==> config.mk <==
export PLATFORM = sky130hd
export DESIGN_NAME = limit_timer
export DESIGN_NICKNAME = d
export VERILOG_FILES = /design/src/rtl/limit_timer_pkg.sv /design/src/rtl/limit_timer_sync.sv /design/src/rtl/limit_timer_count.sv /design/src/rtl/limit_timer_ctrl.sv /design/src/rtl/limit_timer.sv
export SDC_FILE = /design/constraint.sdc
export NUM_CORES = 1
export LEC_CHECK = 0
export ABC_CLOCK_PERIOD_IN_PS = 5030
export BUFFER_PORTS_ARGS = -buffer_cell sky130_fd_sc_hd__buf_2
export CAP_MARGIN = 20
export CORE_MARGIN = 2
export CORE_UTILIZATION = 35
export CTS_CLUSTER_SIZE = 12
export DETAILED_ROUTE_END_ITERATION = 10
export HOLD_SLACK_MARGIN = 0.05
export PLACE_DENSITY = 0.53
export SLEW_MARGIN = 20
export SYNTH_ARGS = -nofsm -noshare
export SYNTH_HDL_FRONTEND = slang
export SYNTH_SLANG_ARGS = --single-unit
==> constraint.sdc <==
create_clock -name clk -period 5.03 [get_ports clk]
set_input_delay 0.2515 -clock clk [delete_from_list [all_inputs] [get_ports clk]]
set_output_delay 0.2515 -clock clk [all_outputs]
set_load 0.05 [all_outputs]
==> src/rtl/limit_timer_pkg.sv <==
package limit_timer_pkg;

  typedef enum logic [1:0] {
    FAM_FREE    = 2'b00,
    FAM_ONESHOT = 2'b01,
    FAM_MONO    = 2'b10,
    FAM_RSVD    = 2'b11
  } family_e;

  // strobes from control to the counter datapath; clr wins over inc
  typedef struct packed {
    logic clr;
    logic inc;
  } cntCtl_t;

endpackage

==> src/rtl/limit_timer_sync.sv <==
module limit_timer_sync #(
  parameter int STAGES = 2
) (
  input  logic clk,
  input  logic rst,
  input  logic extIn,
  input  logic dbgMode,
  output logic lvl,
  output logic rise,
  output logic fall
);
  logic [STAGES-1:0] chain;
  logic prevLvl;

  always_ff @(posedge clk) begin
    if (rst) chain[0] <= 1'b0;
    else     chain[0] <= extIn;
  end

  generate
    for (genvar i = 1; i < STAGES - 1; i++) begin : g_mid
      always_ff @(posedge clk) begin
        if (rst) chain[i] <= 1'b0;
        else     chain[i] <= chain[i-1];
      end
    end
  endgenerate

  // last stage is frozen in debug so the control sees no change
  always_ff @(posedge clk) begin
    if (rst) begin
      chain[STAGES-1] <= 1'b0;
      prevLvl         <= 1'b0;
    end else begin
      if (!dbgMode) chain[STAGES-1] <= chain[STAGES-2];
      prevLvl <= chain[STAGES-1];
    end
  end

  assign lvl  = chain[STAGES-1];
  assign rise = lvl & ~prevLvl & ~dbgMode;
  assign fall = ~lvl & prevLvl & ~dbgMode;

endmodule

==> src/rtl/limit_timer_count.sv <==
module limit_timer_count
  import limit_timer_pkg::*;
#(
  parameter int CNT_W = 8
) (
  input  logic             clk,
  input  logic             rst,
  input  cntCtl_t          ctl,
  input  logic [CNT_W-1:0] periodVal,
  output logic [CNT_W-1:0] cnt,
  output logic             atLimit
);
  always_ff @(posedge clk) begin
    if (rst || ctl.clr) cnt <= '0;
    else if (ctl.inc)   cnt <= cnt + CNT_W'(1);
  end

  assign atLimit = (cnt == periodVal);

  // an increment strobe advances the count by exactly one
  a_r2_step_by_one: assert property (@(posedge clk) disable iff (rst)
    (ctl.inc && !ctl.clr) |=> (cnt == CNT_W'($past(cnt) + CNT_W'(1))));

  // a clear strobe lands the count at zero
  a_r2_clear_zero: assert property (@(posedge clk) disable iff (rst)
    ctl.clr |=> (cnt == '0));

endmodule

==> src/rtl/limit_timer_ctrl.sv <==
module limit_timer_ctrl
  import limit_timer_pkg::*;
#(
  parameter int CNT_W = 8
) (
  input  logic             clk,
  input  logic             rst,
  input  logic             onIn,
  input  logic [4:0]       modeSel,
  input  logic             atLimit,
  input  logic [CNT_W-1:0] cnt,
  input  logic             lvl,
  input  logic             rise,
  input  logic             fall,
  input  logic             dbgMode,
  output cntCtl_t          ctl,
  output logic             matchPulse,
  output logic             onOut
);
  family_e    fam;
  logic [2:0] sub;
  logic onReg, onPrev, started, startedNext;
  logic run, hwRst, startEvt, useStarted, clrOnEnd, rsvd;
  logic matchHit, hwClr, anyEdge;

  assign fam     = family_e'(modeSel[4:3]);
  assign sub     = modeSel[2:0];
  assign anyEdge = rise | fall;

  always_comb begin
    run = 1'b0; hwRst = 1'b0; startEvt = 1'b0;
    useStarted = 1'b0; clrOnEnd = 1'b0; rsvd = 1'b0;
    unique case (fam)
      FAM_FREE: begin
        case (sub)
          3'd0: run = onReg;
          3'd1: run = onReg & lvl;
          3'd2: run = onReg & ~lvl;
          3'd3: begin run = onReg; hwRst = onReg & anyEdge; end
          3'd4: begin run = onReg; hwRst = onReg & rise; end
          3'd5: begin run = onReg; hwRst = onReg & fall; end
          3'd6: begin run = onReg & lvl;  hwRst = ~lvl; end
          default: begin run = onReg & ~lvl; hwRst = lvl; end
        endcase
      end
      FAM_ONESHOT: begin
        clrOnEnd   = 1'b1;
        useStarted = (sub != 3'd0);
        case (sub)
          3'd0: run = onReg;
          3'd1: startEvt = rise;
          3'd2: startEvt = fall;
          3'd3: startEvt = anyEdge;
          3'd4: begin startEvt = rise; hwRst = started & rise; end
          3'd5: begin startEvt = fall; hwRst = started & fall; end
          3'd6: begin startEvt = rise; hwRst = ~lvl; end
          default: begin startEvt = fall; hwRst = lvl; end
        endcase
      end
      FAM_MONO: begin
        case (sub)
          3'd1: begin useStarted = 1'b1; startEvt = rise; end
          3'd2: begin useStarted = 1'b1; startEvt = fall; end
          3'd3: begin useStarted = 1'b1; startEvt = anyEdge; end
          3'd6: begin clrOnEnd = 1'b1; run = onReg & lvl;  hwRst = ~lvl; end
          3'd7: begin clrOnEnd = 1'b1; run = onReg & ~lvl; hwRst = lvl; end
          default: rsvd = 1'b1;
        endcase
      end
      default: rsvd = 1'b1;
    endcase
    if (useStarted) run = onReg & started;
  end

  assign matchHit   = run & atLimit;
  assign matchPulse = matchHit & ~hwRst;
  assign hwClr      = matchPulse & clrOnEnd;

  assign ctl.clr = rsvd | hwRst | matchHit;
  assign ctl.inc = run & ~ctl.clr;

  always_comb begin
    startedNext = started;
    if (!useStarted || !onReg)  startedNext = 1'b0;
    else if (matchPulse)        startedNext = 1'b0;
    else if (startEvt)          startedNext = 1'b1;
  end

  always_ff @(posedge clk) begin
    if (rst) begin
      onReg   <= 1'b0;
      onPrev  <= 1'b0;
      started <= 1'b0;
    end else begin
      onPrev  <= onIn;
      onReg   <= onIn & (onReg | ~onPrev) & ~hwClr;
      started <= startedNext;
    end
  end

  assign onOut = onReg;

  // reserved codes leave the counter at zero
  a_r11_reserved_zero: assert property (@(posedge clk) disable iff (rst)
    (modeSel[4:3] == 2'b11 || modeSel == 5'b10000) |=> (cnt == '0));

  // end of a one-shot run drops the enable
  a_r6_end_clears_on: assert property (@(posedge clk) disable iff (rst)
    (modeSel[4:3] == 2'b01 && matchPulse) |=> !onOut);

  // monostable end keeps the enable while software holds it
  a_r9_mono_keeps_on: assert property (@(posedge clk) disable iff (rst)
    (modeSel[4:3] == 2'b10 && modeSel[2] == 1'b0 && matchPulse && onIn)
      |=> onOut);

  // free-running wrap at the period value
  a_r2_free_wrap: assert property (@(posedge clk) disable iff (rst)
    (modeSel[4:3] == 2'b00 && matchPulse) |=> (cnt == '0));

  // the synchronized level is frozen in debug
  a_r13_dbg_frozen: assert property (@(posedge clk) disable iff (rst)
    dbgMode |=> $stable(lvl));

endmodule

==> src/rtl/limit_timer.sv <==
module limit_timer
  import limit_timer_pkg::*;
#(
  parameter int CNT_W       = 8,
  parameter int SYNC_STAGES = 2
) (
  input  logic             clk,
  input  logic             rst,
  input  logic             onIn,
  input  logic [4:0]       modeSel,
  input  logic [CNT_W-1:0] periodVal,
  input  logic             extIn,
  input  logic             dbgMode,
  output logic [CNT_W-1:0] cntOut,
  output logic             matchPulse,
  output logic             onOut
);
  logic    lvl, rise, fall, atLimit;
  cntCtl_t ctl;

  limit_timer_sync #(.STAGES(SYNC_STAGES)) sync_i (
    .clk(clk), .rst(rst), .extIn(extIn), .dbgMode(dbgMode),
    .lvl(lvl), .rise(rise), .fall(fall)
  );

  limit_timer_ctrl #(.CNT_W(CNT_W)) ctrl_i (
    .clk(clk), .rst(rst), .onIn(onIn), .modeSel(modeSel),
    .atLimit(atLimit), .cnt(cntOut), .lvl(lvl), .rise(rise), .fall(fall),
    .dbgMode(dbgMode), .ctl(ctl), .matchPulse(matchPulse), .onOut(onOut)
  );

  limit_timer_count #(.CNT_W(CNT_W)) count_i (
    .clk(clk), .rst(rst), .ctl(ctl), .periodVal(periodVal),
    .cnt(cntOut), .atLimit(atLimit)
  );

endmodule

==> out/qor_table.md, run 1 <==
| Stage | Parameter | Reported |
|---|---|---|
| sta | Final-layout setup total negative slack | 0 ns |
| logic synthesis | Distinct cell type count of the synthesized netlist | 42 |
| placement | Detailed-placement wirelength estimate | 2100 µm |
| placement | Placement-stage cell area | 1270 µm² |
| route | WL final | 2650 µm |
| logic synthesis | Sequential fraction of the synthesis area | 25.1% |
| clocking | Number of resized instances in the post-cts repair step | 0 |
| logic synthesis | Netlist area before placement | 1120 µm² |
| sta | Share of the clock period used by the worst path after layout | 53.7% |
| placement | Port Buf Inserts | 27 |
| power and ir drop | Power density over the cells | 187 nW/µm² |
| sta | RSZ-0062 raised after global routing | false |
| logic synthesis | Post-synth EDFFs | 0 |
| setup path | Startpoint kind of the worst setup timing path | flip-flop |
| grt | Vias in the first global route | 980 |
| clocking | Post-CTS clock slew at the launch and capture registers of the worst setup and hold paths | 0.08 ns |
| setup path | Critical path peak fanout | 12 |
| logic synthesis | Syn Area/Cell | 8.05 µm² |
| logic synthesis | Count of state elements after synthesis | 14 |
| floorplanning | Placeable core region | 3050 µm² |
| route | Number of DRC violations after detailed-routing iteration 0 | 79 |
| floorplanning | Initial core utilization | 36.6% |
| floorplanning | Die height | 60.5 µm |
| grt | GRT Overall Usage | 16.1% |
| route | Total number of vias | 1,119 |
| logic synthesis | Mapped Cells | 139 |
| grt | First-pass GRT wire length | 4490 µm |
| sta | Post-route worst hold slack | 0.201 ns |
| final layout | Count of inserted antenna diode cells | 0 |
| route | DRC violation count after routing | 0 |
| setup path | CP Data Required Time | 4.78 ns |
| worst hold path | Worst min-delay path category | in2reg |
| route | Number of antenna-violating nets in the routed design | 0 |
| power and ir drop | Static power due to leakage | 0.569 nW |
| sta | Count of final hold-check violations | 0 |
| clocking | Buffer depth of the longest clock path | 2 |
| setup path | CP endpoint kind | primary output |
| sta | Achievable clock frequency | 0.370 GHz |
| clocking | Setup fix buffers added after clock tree synthesis | 0 |
| final layout | Most frequent cells in the layout | buf_2, dfxtp_1, xor2_1, nor2_1, nor2b_1 |
| floorplanning | Placement row count | 20 |
| sta | Final worst clock skew | 0.00512 ns |
| clocking | Clock tree from TritonCTS | built |
| placement | GPL Wtd Cong | 0.898 |
| grt | Pin count of the biggest net entering global routing | 16 |
| final layout | # nets final | 188 |
| setup path | Cells along the critical path | inv_1 > a31oi_1 > o32a_1 > a21oi_1 > nor2_1 > a211oi_1 > buf_2 |
| flow run | # Max-Cap Violations | 0 |
| setup path | Stage delay of the slowest cell on the critical path | 0.45 ns |
| status | Status | finished, final reports clean |
| power and ir drop | Post-route total power | 0.244 mW |
| clocking | Clock buffer count from CTS | 3 |
| logic synthesis | Share of async-settable or async-resettable flops after synthesis | 0% |
| setup path | Cell type of the slowest stage on the worst timing path | dfxtp_1 |
| setup path | Start-to-end type of the worst setup path | reg2out |
| floorplanning | Width of the chip | 60.5 µm |
| sta | Relative slew margins | 63.8% |
| floorplanning | Area of the die | 3660 µm² |
| setup path | Endpoint arrival time on the critical path | 2.45 ns |
| route | Post-DR wirelength/cell | 12.8 µm |
| sta | Final-report setup violation count | 0 |
| final layout | Most frequent standard cell in the layout excluding fill and tap cells | buf_2 |
| logic synthesis | Number of warnings issued by yosys | 0 |
| final layout | Area growth from synthesis to layout | 17.0% |
| logic synthesis | Most used DFF post-synth | dfxtp_1 |
| final layout | Fraction of layout cells with a size suffix above 1 | 21.3% |
| grt | Antenna violations before repair | 0 |
| clocking | Clock Tree Root | clkbuf_4 |
| clocking | CTS HTree Levels | 1 |
| final layout | Post-Layout Inst Area | 1310 µm² |
| route | Initial DRT Pass Iterations | 4 |
| sta | Tightest Pin Transition | 0.540 ns |
| clocking | Worst-skew pair later-pin latency | 0.28 ns |
| power and ir drop | Worst supply voltage drop on vdd | 0.000131 V |
| route | Routed via count divided by cell count | 5.38 |
| grt | GRT Residual Overflow | 0 |
| floorplanning | Ports placed on the boundary | 28 |
| logic synthesis | Syn nets | 162 |
| clocking | CTS hold repair buffers | 0 |
| sta | Min cycle time layout | 2.70 ns |
| clocking | Num Clock Sinks | 14 |
| sta | Max-slew violation count | 0 |
==> flip-flops by register name (all words and copies together), names as in the netlist <==
register	count
ctrl_i.onPrev	1
count_i.cnt	8
sync_i.prevLvl	1
ctrl_i.started	1
sync_i.chain	1
ctrl_i.onOut	1
sync_i.lvl	1
==> synthesized netlist by cell type, types with 3 or more instances <==
| master | instances | share of area, % |
|---|---|---|
| dfxtp_1 | 14 | 25 |
| xor2_1 | 11 | 8.6 |
| nor2_1 | 10 | 3.4 |
| nor2b_1 | 9 | 5.0 |
| nand2_1 | 8 | 2.7 |
| a21oi_1 | 6 | 2.7 |
| ha_1 | 5 | 5.6 |
| inv_1 | 5 | 1.7 |
| nand3_1 | 5 | 2.2 |
| o21ai_0 | 5 | 2.2 |
| a31oi_1 | 4 | 2.2 |
| nand4_1 | 4 | 2.2 |
| o31ai_1 | 4 | 2.7 |
| or3_1 | 4 | 2.2 |
| nor3_1 | 3 | 1.3 |
| o211ai_1 | 3 | 2.0 |
| o21ai_1 | 3 | 1.3 |
| or4_1 | 3 | 2.0 |
==> area by class of cell <==
class                   instances  area [µm²]
multi-input cells             114         783
fillers                       338        1740
clock buffers                   4        36.3
inverters                       5        18.8
well taps                      44        55.1
flip-flops and latches         14         280
repair buffers                 27         135
==> cell families (layout without fill, tap and decap cells) <==
kind of cell | Yosys count | after routing | synth area share, %
compound gates | 36 | 36 | 22.3
fa+ha+maj | 5 | 5 | 5.59
flops | 14 | 14 | 25.1
simple gates | 59 | 59 | 30.3
mux | 2 | 2 | 1.79
buf+inv | 11 | 36 | 4.92
xor+xnor | 12 | 12 | 10.1
==> worst max-delay path: cells and delay by family, from the launching register on <==
family,cells,cell delay (ns)
AOI/OAI and AO/OA,4,1.06
and+or+nand+nor,1,0.16
DFF,1,0.45
buffers and inverters,2,0.50
==> where the power goes <==
part / leakage, nW / internal (mW) / switching (mW) / total, mW
clock: 0.0210 / 0.0440 / 0.0356 / 0.0795
combinational: 0.434 / 0.0205 / 0.0289 / 0.0494
sequential: 0.114 / 0.113 / 0.00254 / 0.115
total: 0.569 / 0.177 / 0.0670 / 0.244
==> per-layer routing <==
| layer | vias up | routed length (µm) | GRT usage [%] |
|---|---|---|---|
| met5 | - | 0 | 0 |
| met1 | 519 | 1250 | 21.6 |
| li1 | 567 | - | - |
| met2 | 29 | 1260 | 26.2 |
| met4 | 0 | 29 | 7.14 |
| met3 | 4 | 111 | 1.71 |
==> worst paths after layout <==
check	startpoint	to	slack, ns	depth (start not counted)
max reg2reg	sync_i.lvl	count_i.cnt[7]	2.37	7
min reg2reg	sync_i.chain[0]	sync_i.lvl	0.48	2
min	extIn	sync_i.chain[0]	0.20	2
max	sync_i.lvl	matchPulse	2.33	7
==> stage by stage <==
step,instances,utilization (%),setup slack (ns)
floorplan,139,-,2.00
global placement,204,41.7,2.30
detailed placement,204,41.7,2.28
CTS,208,42.9,2.35
global route,208,42.9,2.14
finish,208,42.9,2.33
Note: power is estimated with default switching activity, not from simulation.
==> run 2, diff against run 1 <==
- ABC_CLOCK_PERIOD_IN_PS: 5030 -> 2700
- clock period: 5.03 -> 2.7 ns (I/O delays scaled with it)
==> run 2 against run 1 <==
  * Sequential share of layout area shrank 0.25 points
  * Core utilization rose by 0.70 points
  * Sequential power up 87%
  * Cell count increased by 0.96%
  * Worst hold slack worse by 0.14 ns
  * Non-clock buffer count is 2 higher
  * Clock skew down 0.0030 ns
  * Count of clock-buffer cells in the layout stayed put
  * Total power grew 88%
  * Critical endpoint unchanged
==> out/qor_table.md, run 2 (synthesized netlist as in run 1, its figures left out) <==
| Stage | Parameter | Reported |
|---|---|---|
| route | Post-DR wirelength/cell | 13.6 µm |
| power and ir drop | Net switching fraction of the power | 27.8% |
| power and ir drop | Proportion of power drawn by flip-flops and latches | 46.9% |
| grt | Antenna violations before repair | 0 |
| flow run | # Max-Cap Violations | 0 |
| power and ir drop | Net switching power | 0.127 mW |
| floorplanning | Placeable core region | 3050 µm² |
| final layout | Largest reg by FF count | count_i.cnt |
| placement | Port Buf Inserts | 27 |
| route | Routed via count divided by cell count | 5.32 |
| grt | Vias in the first global route | 1,008 |
| placement | Placement-stage cell area | 1290 µm² |
| setup path | Start-to-end type of the worst setup path | reg2out |
| final layout | Post-Layout Inst Area | 1330 µm² |
| clocking | Clock tree from TritonCTS | built |
| sta | Max-slew violation count | 0 |
| final layout | Fraction of layout cells with a size suffix above 1 | 23.5% |
| sta | Tightest Pin Transition | 0.562 ns |
| clocking | Clock Tree Root | clkbuf_4 |
| sta | Min cycle time layout | 2.46 ns |
| grt | GRT Residual Overflow | 0 |
| final layout | Register Area | 282 µm² |
| clocking | Clock buffer count from CTS | 3 |
| sta | Share of the clock period used by the worst path after layout | 91.1% |
| clocking | Worst-skew pair later-pin latency | 0.28 ns |
| final layout | Area growth from synthesis to layout | 18.9% |
| final layout | # nets final | 190 |
| setup path | CP endpoint kind | primary output |
| floorplanning | Ports placed on the boundary | 28 |
| final layout | Combined area of the multi-input logic cells | 788 µm² |
| placement | Detailed-placement wirelength estimate | 2170 µm |
| route | Initial DRT Pass Iterations | 4 |
| worst hold path | Worst min-delay path category | in2reg |
| floorplanning | Width of the chip | 60.5 µm |
| final layout | Number of flip-flops in the largest register | 8 |
| power and ir drop | Power density over the cells | 345 nW/µm² |
| clocking | CTS HTree Levels | 1 |
| final layout | Count of filler cells inserted in the layout | 338 |
| route | DRC violation count after routing | 0 |
| sta | Achievable clock frequency | 0.406 GHz |
| setup path | Endpoint arrival time on the critical path | 2.33 ns |
| route | WL final | 2850 µm |
| worst hold path | Worst Min Path Start | extIn |
| route | Number of DRC violations after detailed-routing iteration 0 | 34 |
| setup path | Critical path peak fanout | 12 |
| floorplanning | Area of the die | 3660 µm² |
| status | Status | finished, final reports clean |
| power and ir drop | Portion of total power attributed to the clock network | 32.6% |
| setup path | Startpoint kind of the worst setup timing path | flip-flop |
| sta | Final-layout setup total negative slack | 0 ns |
| setup path | CP Data Required Time | 2.57 ns |
| power and ir drop | Static power due to leakage | 0.578 nW |
| power and ir drop | Cell-internal power | 0.331 mW |
| placement | Post-placement worst setup slack | 0.147 ns |
| grt | GRT Overall Usage | 16.3% |
| grt | Pin count of the biggest net entering global routing | 16 |
| sta | Final-report setup violation count | 0 |
| power and ir drop | Worst supply voltage drop on vdd | 0.000259 V |
| clocking | Num Clock Sinks | 14 |
| route | Number of antenna-violating nets in the routed design | 0 |
| grt | First-pass GRT wire length | 4530 µm |
| clocking | Post-CTS clock slew at the launch and capture registers of the worst setup and hold paths | 0.08 ns |
| clocking | Buffer depth of the longest clock path | 2 |
| sta | Count of final hold-check violations | 0 |
| sta | Setup slack of the critical path after layout | 0.239 ns |
| final layout | Most frequent cells in the layout | buf_2, dfxtp_1, xor2_1, nor2_1, nor2b_1 |
| sta | Final worst clock skew | 0.00212 ns |
| floorplanning | Initial core utilization | 36.6% |
| power and ir drop | Share of power burned in combinational logic | 20.4% |
| setup path | Setup crit start | sync_i.lvl |
| route | Total number of vias | 1,117 |
| floorplanning | Placement row count | 20 |
| floorplanning | Die height | 60.5 µm |
| sta | Relative slew margins | 62.3% |
| sta | RSZ-0062 raised after global routing | false |
| placement | GPL Wtd Cong | 0.896 |
| final layout | Most frequent standard cell in the layout excluding fill and tap cells | buf_2 |
| final layout | Count of inserted antenna diode cells | 0 |
| setup path | Origin of the critical flop-to-flop path | sync_i.lvl |
-- run 2: metrics by stage --
stage          utilization [%]  std cells  hold slack, ns  power (mW)
4_1_cts                   43.5        210          0.0588       0.467
5_1_grt                   43.6        210          0.0629       0.487
3_3_place_gp              42.3        206           0.350       0.312
3_5_place_dp              42.3        206           0.359       0.313
2_1_floorplan                -        139           0.202       0.283
6_report                  43.6        210          0.0643       0.459
-- run 2: critical path, cell delays in order, from the launching register on --
cell      delay (ns)
dfxtp_2         0.40
inv_1           0.14
a31oi_1         0.09
o32a_1          0.33
a21oi_1         0.29
nor2_1          0.18
a211oi_2        0.28
buf_2           0.33
-- run 2: cell type report --
class,count,area share (%)
multi-input cells,114,59.3
flip-flops and latches,14,21.2
repair buffers,29,11.3
well taps,44,4.14
clock buffers,4,2.73
inverters,5,1.41
-- run 2: layer usage --
layer | track usage (%) | vias up | wire, µm
li1 | - | 571 | -
met2 | 25.9 | 28 | 1290
met4 | 3.73 | 0 | 29
met3 | 3.84 | 4 | 152
met1 | 22.5 | 514 | 1380
met5 | 0 | - | 0
-- run 2: power by group through the flow --
stage / registers, mW / logic, mW / clock network [mW]
2_1_floorplan: 0.221 / 0.0610 / 0
3_3_place_gp: 0.220 / 0.0921 / 0
6_report: 0.215 / 0.0937 / 0.150
3_5_place_dp: 0.220 / 0.0932 / 0
5_1_grt: 0.216 / 0.104 / 0.168
4_1_cts: 0.215 / 0.0938 / 0.158
-- run 2: worst paths after layout --
| kind | end | slack, ns | depth (start not counted) |
|---|---|---|---|
| setup reg to reg | count_i.cnt[7] | 0.28 | 7 |
| hold reg to reg | sync_i.lvl | 0.47 | 2 |
| hold / removal | sync_i.chain[0] | 0.06 | 2 |
| setup / recovery | matchPulse | 0.24 | 7 |
-- run 2: timing repair --
action	4_1_cts	5_1_grt
gates resized for setup	0	1
hold buffers	0	0
setup buffers	0	0
endpoints found under the setup margin	0	2
==> run 3, diff against run 2 <==
- CTS_BUF_LIST: not set -> sky130_fd_sc_hd__clkbuf_8
- PLACE_DENSITY: 0.53 -> 0.54
- SYNTH_HIERARCHICAL: not set -> 1
==> run 3 against run 2 <==
  * The flow now finishes with violations (DRC)
  * Sequential share of layout area is 1.0 points higher
  * Sequential power hardly changed
  * Critical path depth is 1 higher
  * Count of clock-buffer cells in the layout stayed put
  * Clock skew is 0.00054 ns lower
  * Clock power is 37% higher
  * Total power is 10% higher
  * Largest power group unchanged
  * Highest routed layer unchanged
==> out/qor_table.md, run 3 <==
| Stage | Parameter | Reported |
|---|---|---|
| status | Status | complete, but fails checks |
| status | Failing checks | DRC |
| placement | GPL Wtd Cong | 0.807 |
| floorplanning | Placeable core region | 2810 µm² |
| route | Post-DR wirelength/cell | 13.0 µm |
| setup path | Endpoint arrival time on the critical path | 2.62 ns |
| grt | GRT Overall Usage | 14.6% |
| sta | Relative slew margins | 65.5% |
| clocking | Clock Tree Root | clkbuf_8 |
| route | WL final | 2390 µm |
| logic synthesis | Synth top area cells | dfxtp_1, xnor2_1, ha_1 |
| route | Total number of vias | 1,006 |
| clocking | CTS hold repair buffers | 0 |
| final layout | Post-route core utilization | 45.0% |
| setup path | Origin of the critical flop-to-flop path | sync_i/lvl |
| sta | Tightest Pin Transition | 0.516 ns |
| final layout | Number of flip-flops in the largest register | 8 |
| final layout | Fraction of layout cells with a size suffix above 1 | 26.1% |
| setup path | Startpoint kind of the worst setup timing path | flip-flop |
| final layout | Most frequent cells in the layout | buf_2, dfxtp_1, xnor2_1, nor2_1, a21oi_1 |
| power and ir drop | Worst supply voltage drop on vdd | 0.000290 V |
| floorplanning | Die height | 59.0 µm |
| logic synthesis | Most frequent cells after synthesis | dfxtp_1, a21oi_1, nor2_1, xnor2_1 |
| clocking | Clock buffer count from CTS | 3 |
| route | Number of antenna-violating nets in the routed design | 0 |
| setup path | Start-to-end type of the worst setup path | reg2reg |
| logic synthesis | Dominant cell by count in the synthesized netlist | dfxtp_1 |
| final layout | Most frequent standard cell in the layout excluding fill and tap cells | buf_2 |
| flow run | # Max-Cap Violations | 0 |
| logic synthesis | Post-synthesis compound-gate area fraction | 18.5% |
| final layout | Count of filler cells inserted in the layout | 285 |
| logic synthesis | Mapped Cells | 127 |
| logic synthesis | Combinational family with the most area after synthesis | simple AND/OR/NAND/NOR gates |
| setup path | Setup crit start | sync_i/lvl |
| route | Initial DRT Pass Iterations | 7 |
| clocking | Num Clock Sinks | 14 |
| placement | Count of placed standard cells including taps | 180 |
| logic synthesis | Number of warnings issued by yosys | 6 |
| worst hold path | Worst min-delay path category | in2reg |
| placement | Detailed-placement wirelength estimate | 1800 µm |
| logic synthesis | Post-synth EDFFs | 0 |
| final layout | Count of inserted antenna diode cells | 0 |
| logic synthesis | Netlist area before placement | 1060 µm² |
| logic synthesis | Syn nets | 150 |
| sta | Final-report setup violation count | 0 |
| logic synthesis | Proportion of synthesized area in mux cells | 2.84% |
| sta | Achievable clock frequency | 0.410 GHz |
| sta | Share of the clock period used by the worst path after layout | 90.3% |
| route | Routed via count divided by cell count | 5.47 |
| logic synthesis | Area fraction in and, or, nand and nor cells after synthesis | 29.0% |
| logic synthesis | Xor and xnor fraction of the mapped netlist area | 10.8% |
| clocking | Clock tree from TritonCTS | built |
| logic synthesis | Count of state elements after synthesis | 14 |
| grt | First-pass GRT wire length | 3980 µm |
| floorplanning | Ports placed on the boundary | 28 |
| route | Number of DRC violations after detailed-routing iteration 0 | 43 |
| logic synthesis | Library cell occupying the most area in the post-synthesis netlist | dfxtp_1 |
| sta | Final worst clock skew | 0.00158 ns |
| logic synthesis | Distinct cell type count of the synthesized netlist | 41 |
| final layout | Post-Layout Inst Area | 1260 µm² |
| logic synthesis | Sequential fraction of the synthesis area | 26.5% |
| logic synthesis | Area share of fa/ha/maj cells after synthesis | 5.92% |
| placement | Port Buf Inserts | 27 |
| setup path | CP Data Required Time | 2.88 ns |
| placement | Placement-stage cell area | 1200 µm² |
| logic synthesis | Share of async-settable or async-resettable flops after synthesis | 0% |
| clocking | CTS HTree Levels | 1 |
| logic synthesis | Syn Area/Cell | 8.32 µm² |
| route | DRC violation count after routing | 2 |
| clocking | Worst-skew pair later-pin latency | 0.25 ns |
| final layout | Non-Filler Instances | 184 |
| grt | Pin count of the biggest net entering global routing | 15 |
| final layout | # nets final | 177 |
| setup path | CP endpoint kind | flip-flop |
| power and ir drop | Power density over the cells | 401 nW/µm² |
| floorplanning | Width of the chip | 59.0 µm |
| worst hold path | Worst Min Path Start | extIn |
| power and ir drop | Static power due to leakage | 0.508 nW |
| grt | Vias in the first global route | 914 |
| final layout | Area growth from synthesis to layout | 19.4% |
| sta | Count of final hold-check violations | 0 |
| floorplanning | Initial core utilization | 37.7% |
| clocking | Buffer depth of the longest clock path | 2 |
| grt | GRT Residual Overflow | 0 |
| clocking | Post-CTS clock slew at the launch and capture registers of the worst setup and hold paths | 0.06 ns |
| setup path | Critical path peak fanout | 9 |
| logic synthesis | Area share of the largest cell type after synthesis | 26.5% |
| grt | Antenna violations before repair | 0 |
| sta | Max-slew violation count | 0 |
| floorplanning | Placement row count | 19 |
| sta | Setup slack of the critical path after layout | 0.263 ns |
| sta | Min cycle time layout | 2.44 ns |
| sta | RSZ-0062 raised after global routing | false |
| placement | Post-placement worst setup slack | 0.106 ns |
| final layout | Combined area of the multi-input logic cells | 719 µm² |
| final layout | Register Area | 280 µm² |
| logic synthesis | Most used DFF post-synth | dfxtp_1 |
| floorplanning | Area of the die | 3480 µm² |
| sta | Final-layout setup total negative slack | 0 ns |
| final layout | Largest reg by FF count | count_i/cnt |
[run 3: cell types whose count changed after synthesis, moves of 4 or more]
cell     change
o31ai_1      -4
xnor2_1      +9
nor2b_1      -5
xor2_1       -7
[run 3: what timing repair did]
item / 4_1_cts / 5_1_grt
buffers inserted: 0 / 0
gates resized for setup: 0 / 1
setup endpoints to repair: 0 / 6
[run 3: per-layer routing]
| metal | global-route usage, % | part of all wire, % |
|---|---|---|
| met1 | 19.4 | 47 |
| met2 | 24.0 | 48 |
| met3 | 1.32 | 3.5 |
| met4 | 6.82 | 1.3 |
| met5 | 0 | 0 |
[run 3: kinds of logic after synthesis]
| logic type | after synthesis |
|---|---|
| simple gates | 51 |
| compound gates | 28 |
| flops | 14 |
| xor+xnor | 13 |
| buf+inv | 13 |
| fa+ha+maj | 5 |
| mux | 3 |
[run 3: area by class of cell]
cell class | instances | area share, %
multi-input cells | 100 | 57.0
flip-flops and latches | 14 | 22.2
inverters | 7 | 2.08
clock buffers | 4 | 4.36
well taps | 31 | 3.07
repair buffers | 28 | 11.3
[run 3: worst max-delay path: stages, from the launching register on]
cell and delay, ns:
dfxtp_1 0.49, nor3b_1 0.16, a21oi_1 0.20, nor4_2 0.10
nor4_2 0.33, and4bb_1 0.40, nand4_2 0.18, or3_1 0.38
a21oi_1 0.15
[run 3: final timing paths]
check,cells past startpoint,slack [ns],endpoint
min reg2reg,2,0.46,sync_i/lvl
max,8,0.26,count_i/cnt[5]
min,2,0.1,sync_i/chain[0]
max reg2reg,8,0.26,count_i/cnt[5]
[run 3: where the power goes]
group          internal [mW]  switching, mW  total [mW]
Combinational         0.0374         0.0496      0.0870
Sequential             0.210        0.00270       0.213
Clock                  0.129         0.0770       0.206
Total                  0.377          0.129       0.506
[run 3: through the flow]
step	hold WS (ns)	total power [mW]
after CTS	0.0923	0.511
final	0.0975	0.506
after global placement	0.342	0.302
after global routing	0.122	0.532
after detailed placement	0.351	0.304
after floorplan	0.207	0.279
